`src/rtl/lrx_pkg.sv`:
```
package lrx_pkg;

    typedef enum logic [1:0] {
        KIND_DATA = 2'b00,
        KIND_CMD  = 2'b01,
        KIND_SYNC = 2'b10,
        KIND_BAD  = 2'b11
    } sym_kind_e;

    typedef struct packed {
        logic take_data;
        logic take_cmd;
        logic take_sync;
        logic take_bad;
    } sym_action_t;

endpackage

```
`src/rtl/lrx_sym_decode.sv`:
```
module lrx_sym_decode
    import lrx_pkg::*;
(
    input  logic        sym_valid,
    input  logic [1:0]  sym_kind,
    output sym_action_t action
);

    always_comb begin
        action = '0;
        if (sym_valid) begin
            unique case (sym_kind_e'(sym_kind))
                KIND_DATA: action.take_data = 1'b1;
                KIND_CMD:  action.take_cmd  = 1'b1;
                KIND_SYNC: action.take_sync = 1'b1;
                default:   action.take_bad  = 1'b1;
            endcase
        end
    end

endmodule

```
`src/rtl/lrx_lane_mask.sv`:
```
module lrx_lane_mask #(
    parameter int PIN_W     = 12,
    parameter int DATA_MIN  = 8,
    parameter int NUM_MODES = 3,
    parameter int MODE_W    = 2,
    localparam int DATA_MAX = DATA_MIN + NUM_MODES - 1,
    localparam int CMD_MAX  = PIN_W - DATA_MIN,
    localparam int CNT_W    = $clog2(PIN_W + 1)
) (
    input  logic [MODE_W-1:0]   width_mode,
    output logic [DATA_MAX-1:0] data_mask,
    output logic [CMD_MAX-1:0]  cmd_mask
);

    logic [MODE_W-1:0] eff_mode;
    logic [CNT_W-1:0]  data_w;
    logic [CNT_W-1:0]  cmd_w;

    // Reserved mode codes fall back to the narrowest data split.
    always_comb begin
        if (width_mode < MODE_W'(NUM_MODES)) begin
            eff_mode = width_mode;
        end else begin
            eff_mode = '0;
        end
        data_w = CNT_W'(DATA_MIN) + CNT_W'(eff_mode);
        cmd_w  = CNT_W'(PIN_W) - data_w;
    end

    for (genvar i = 0; i < DATA_MAX; i++) begin : g_data_lane
        assign data_mask[i] = (CNT_W'(i) < data_w);
    end

    for (genvar j = 0; j < CMD_MAX; j++) begin : g_cmd_lane
        assign cmd_mask[j] = (CNT_W'(j) < cmd_w);
    end

endmodule

```
`src/rtl/lrx_out_latch.sv`:
```
module lrx_out_latch
    import lrx_pkg::*;
#(
    parameter int PIN_W     = 12,
    parameter int DATA_MIN  = 8,
    parameter int NUM_MODES = 3,
    parameter int MODE_W    = 2,
    localparam int DATA_MAX = DATA_MIN + NUM_MODES - 1,
    localparam int CMD_MAX  = PIN_W - DATA_MIN
) (
    input  logic                clk,
    input  logic                rst_n,
    input  logic                sym_valid,
    input  logic [1:0]          sym_kind,
    input  logic [DATA_MAX-1:0] sym_value,
    input  logic [MODE_W-1:0]   width_mode,
    output logic [DATA_MAX-1:0] data_out,
    output logic [CMD_MAX-1:0]  cmd_out,
    output logic                data_stb,
    output logic                cmd_stb,
    output logic                viol
);

    typedef struct packed {
        logic [DATA_MAX-1:0] data;
        logic [CMD_MAX-1:0]  cmd;
        logic                dstb;
        logic                cstb;
        logic                viol;
    } latch_state_t;

    sym_action_t         action;
    logic [DATA_MAX-1:0] data_mask;
    logic [CMD_MAX-1:0]  cmd_mask;
    latch_state_t        st_d;
    latch_state_t        st_q;

    lrx_sym_decode i_decode (
        .sym_valid (sym_valid),
        .sym_kind  (sym_kind),
        .action    (action)
    );

    lrx_lane_mask #(
        .PIN_W     (PIN_W),
        .DATA_MIN  (DATA_MIN),
        .NUM_MODES (NUM_MODES),
        .MODE_W    (MODE_W)
    ) i_mask (
        .width_mode (width_mode),
        .data_mask  (data_mask),
        .cmd_mask   (cmd_mask)
    );

    // Next-state: each channel holds unless its own symbol kind arrives.
    always_comb begin
        st_d      = st_q;
        st_d.dstb = 1'b0;
        st_d.cstb = 1'b0;
        if (action.take_data) begin
            st_d.data = sym_value & data_mask;
            st_d.dstb = 1'b1;
            st_d.viol = 1'b0;
        end
        if (action.take_cmd) begin
            st_d.cmd  = sym_value[CMD_MAX-1:0] & cmd_mask;
            st_d.cstb = 1'b1;
            st_d.viol = 1'b0;
        end
        if (action.take_sync) begin
            st_d.cmd  = '0;
            st_d.cstb = 1'b1;
            st_d.viol = 1'b0;
        end
        if (action.take_bad) begin
            st_d.viol = 1'b1;
        end
    end

    always_ff @(posedge clk or negedge rst_n) begin
        if (!rst_n) begin
            st_q <= '0;
        end else begin
            st_q <= st_d;
        end
    end

    assign data_out = st_q.data;
    assign cmd_out  = st_q.cmd;
    assign data_stb = st_q.dstb;
    assign cmd_stb  = st_q.cstb;
    assign viol     = st_q.viol;

endmodule

```
`config.mk`:
```
export PLATFORM = sky130hd
export DESIGN_NAME = lrx_out_latch
export DESIGN_NICKNAME = d
export VERILOG_FILES = /design/src/rtl/lrx_pkg.sv /design/src/rtl/lrx_sym_decode.sv /design/src/rtl/lrx_lane_mask.sv /design/src/rtl/lrx_out_latch.sv
export SDC_FILE = /design/constraint.sdc
export NUM_CORES = 1
export LEC_CHECK = 0
export BUFFER_PORTS_ARGS = -buffer_cell sky130_fd_sc_hd__buf_2
export CAP_MARGIN = 10
export CORE_MARGIN = 5
export CORE_UTILIZATION = 45
export DETAILED_ROUTE_END_ITERATION = 6
export GPL_TIMING_DRIVEN = 1
export PLACE_DENSITY_LB_ADDON = 0.2
export RECOVER_POWER = 100
export SYNTH_ARGS = -nofsm -noshare
export SYNTH_HDL_FRONTEND = slang
export SYNTH_SLANG_ARGS = --single-unit
```
`constraint.sdc`:
```
create_clock -name clk -period 1.3 [get_ports clk]
set_clock_uncertainty 0.1 [all_clocks]
set_input_delay 0.195 -clock clk [delete_from_list [all_inputs] [get_ports clk]]
set_output_delay 0.195 -clock clk [all_outputs]
set_load 0.02 [all_outputs]
```
After elaboration in Yosys (flattened, before gate mapping)
Cells that the tools add are included.

operators by class
  multiplexer cells = 13
  equality and inequality tests = 2
  add/subtract/negate cells = 2
  order comparisons = 15
  bitwise logic cells = 2
  reductions and logical operators = 4

operator list
  kind                   count
  $lt A1 B4 Y1 const A   4
  $lt A2 B4 Y1 const A   4
  $lt A3 B4 Y1 const A   4
  $mux W4                3
  $and A10 B10 Y10       1
  $lt A4 B4 Y1 const A   2
  $mux W1                7
  $mux W2                3
  $add A4 B2 Y4 const A  1
  $and A4 B4 Y4          1
  $reduce_bool A4 Y1     1
  $sub A4 B4 Y4 const A  1
  $reduce_or A3 Y1       1
  $eq A2 B1 Y1 const B   1
  $eq A2 B2 Y1 const B   1
  $logic_not A2 Y1       1
  $lt A2 B2 Y1 const B   1
  $reduce_bool A2 Y1     1

word-level totals
  input bits = 17
  word-level logic and storage cells = 43
  output and inout port bits = 17
  register bits = 17

Depth between registers and ports, before layout
  word-level depth = 8
  gate-level depth with buffers = 5
  mapped depth without buffers = 5

Modules after synthesis
From an unflattened synthesis, not the netlist that was laid out.

second synthesis, totals
  cells, all modules = 87
  area, all modules = 840.8 um2

by module, submodules not included
  module          cells each  area each (um2)  sequential area each (um2)  instances
  lrx_out_latch   65          675.6            425.4                       1
  lrx_lane_mask   18          127.6            0.0                         1
  lrx_sym_decode  4           37.5             0.0                         1

Worst setup path after synthesis
Ideal clock, no wire load.

  path type = input to register
  start point = input sym_kind[1]
  end point = register st_q (netlist bit data_out[0])
  setup time = 0.125 ns
  path buffers = 2
  data required time = 1.075 ns
  arrival = 1.048 ns
  stages on the path = 4
  path slack = 0.027 ns
  cell sequence = buf_4 nor3b_4 buf_6 mux2_4

RTL lines
  element               RTL line             text
  from (decl)           lrx_out_latch.sv:14  input logic [1:0] sym_kind,
  to (signal assigned)  lrx_out_latch.sv:84  st_q <= st_d;
  to (decl)             lrx_out_latch.sv:36  latch_state_t st_q;

Worst setup path in the final report
  start point = register st_q (netlist bit cmd_out[2])
  end point = output cmd_out[2]

RTL lines
  element    RTL line             text
  to (decl)  lrx_out_latch.sv:18  output logic [CMD_MAX-1:0] cmd_out,

No word-level cell between the ends.

==> metrics <==
via count 568; drt first pass iters 4; area of the multi-input gates 266.5 µm²; global-route wire length before repair approximately 2800 µm; Fin. Hold Viols 0; # rows 15; kind of launch point of the worst setup path flip-flop; Data arrival, critical path between 900 and 1000 ps; XOR/XNOR Fraction of Synth Area 1.142%; slowest stage delay, CP 390 ps; Worst R2R Path Depth 2; synth top area cells dfrtp_1 (55%), mux2_4 (9.8%), mux2_2 (4.4%), a22o_2 (3.9%), inv_1 (3.4%); ys async rst share 100.0%; Clock Latency Late Sink 280 ps; Peak Freq 826.5 MHz; initial antenna violation count 0; reg2reg end cmd_out[0]$_DFFE_PN0P_; Clock Power Share 22.8%; number of enable flip-flop cells after synthesis 0; switching part of the total 32.77%; layout cell share with drive strength beyond 1 between 30% and 40%; dominant cell type by area after synthesis dfrtp_1; setup TNS 0 ps; Post-Syn Area 767.0 µm²; Clock Path Buffers 2; simple-gate share of the synthesized area under 10%; crit path max fanout 3; Comb power frac 26.1%; main combinational cell family by area after synthesis multiplexers; end of the critical path cmd_out[2]; Iteration-0 DRC Markers 8; HP Class primary input to flip-flop; nets around 120; Mapped Nets 76; slew margin rel. between 70% and 80%; Power Density roughly 1300 nW/µm²; gpl congestion 0.6662; Die Y 51.29 µm; I/O pins 34; critical register-to-register path startpoint cmd_out[0]$_DFFE_PN0P_; antenna viol nets, final 0; die area 2630 µm²; Int Pwr 853.7 µW; Critical Path, Cell by Cell clkbuf_1; Die X 51.29 µm; Post-synth top flop dfrtp_1; leakage 0.0004534 µW; status complete, no violations; Critical-path top delay cell dfrtp_1; Reg area 425.4 µm²; clk slew on worst S/H paths ~110 ps; DRC viols 0; largest net degree at the start of global routing 18; post-route setup slack 90.04 ps; Synth top area share 55.46%; post-route minimum period roughly 1200 ps; Net Switching 416.0 µW; Tcrit/Tclk final between 90 and 100%; Crit path depth 1; Max Cap Viol 0; actual slew at the worst max-slew pin 401.4 ps; Antenna Diode Count 0; post-synthesis adder-cell area fraction under 10%; number of H-tree levels 1; postcts setup bufs 0; CTS tree yes; Pwr Total 1270 µW; Final Max Slew Viols 0; cts hold-fix bufs 1; R2R setup slack 210 ps; Top delay family on crit path flip-flops; clock sink count 17; fillers 161; WHS Path Cells 2; Compound-Gate Fraction of Synth Area 10.93%; Distinct cells, synth 19; Worst Setup Path Type flip-flop to primary output; multiplexer share of the synthesized area roughly 14%; VDD IR-drop max roughly 740 µV; Min Hold Slack 15.27 ps; Post-Syn Instances 57; per-cell routed wire length between 10 and 15 µm; #FFs+latches synth 17; Vias/cell 5.027; CTS root buf clkbuf_4; WP data required 1000 ps; share of power burned in registers 51.1%; Avg Inst Size Synth around 13 µm²; Layout Area Growth over Synthesis 25.29%; All-Layer GR Usage 14.32%; Critical Path Sink Type primary output; hpwl dp 1211 µm; pre-CTS WS -6.746 ps; DRT Wirelength 1535 µm; Seq/Total Area, Yosys 55.46%; core footprint 1670 µm²; Inserted Clock Buffers 3; vias in the first global route 643; WP buf/inv 1; Worst Setup SP cmd_out[2]$_DFFE_PN0P_; Setup violations, final 0; YS warnings 0; CTS resizes 0; RSZ-0062 raised after global routing no; grt ovf 0; PortBufs 33; initial core utilization 45.92%
## worst min-delay path by stage
stage                      start                      end  slack [ps]
floorplan                  rst_n   cmd_out[0]$_DFFE_PN0P_        -200
global placement           rst_n  data_out[5]$_DFFE_PN0P_          30
detailed placement         rst_n  data_out[5]$_DFFE_PN0P_          30
CTS                 sym_value[9]  data_out[9]$_DFFE_PN0P_          20
global route        sym_value[5]  data_out[5]$_DFFE_PN0P_          10
finish              sym_value[5]  data_out[5]$_DFFE_PN0P_          20
## metal layers
metal,vias up,part of all wire [%],track usage [%]
met2,21,47,23.18
met3,2,10,3.790
met1,270,41,18.33
met4,0,0.85,5.240
met5,-,0,0
li1,275,-,-
## synth_stat cells, drive strengths merged, types with 2 or more instances
master,count
a22o,4
a32o,2
buf,3
dfrtp,17
ha,2
inv,7
mux2,8
nand3,2
o21ai,5
## state kept, by name, indices dropped and copies added, names as in the netlist
register and flops:
cmd_stb 1, viol 1, data_out 10, cmd_out 4, data_stb 1
## power by group through the flow
stage | Sequential, µW | Clock (µW) | Combinational [µW]
3_3_place_gp | 657 | 0 | 374
5_1_grt | 667 | 323 | 363
6_report | 649 | 290 | 331
2_1_floorplan | 761 | 0 | 132
4_1_cts | 651 | 299 | 382
3_5_place_dp | 661 | 0 | 379
## cell type report
type / instances / area share, %
well taps: 17 / 2.214
multi-input cells: 30 / 27.73
flip-flops and latches: 17 / 44.27
inverters: 7 / 2.734
clock buffers: 3 / 2.344
clock inverters: 1 / 0.7812
repair buffers: 38 / 19.92
## metrics by stage
step	std cells	cell area [µm²]	util [%]
floorplan	57	767.0	-
global placement	108	965.9	57.83
detailed placement	108	965.9	57.83
CTS	113	1006	60.22
global route	113	960.9	57.53
finish	113	960.9	57.53
## placed cells by master (no fill, tap or decap), types with 2 or more instances in the layout
cell / instances
a22o_2: 3
a32o_1: 2
buf_2: 13
clkbuf_1: 17
clkbuf_2: 5
clkbuf_4: 3
dfrtp_1: 17
ha_1: 2
inv_1: 7
mux2_1: 5
mux2_2: 3
nand3_1: 2
o21ai_0: 5
## kinds of logic (layout without fill, tap and decap cells)
logic type,Yosys count,after routing
AND/OR/NAND/NOR,8,8
flip-flops,17,17
buffers and inverters,10,49
adder cells (fa/ha/maj),2,2
XOR/XNOR,1,1
multiplexers,8,8
AO/OA/AOI/OAI,11,11
## worst reg2reg max path, delay by kind of cell, from the launching register on
kind,cells,cell delay (ps)
compound gates,2,490
flops,1,410
Note: power is estimated with default switching activity, not from simulation.
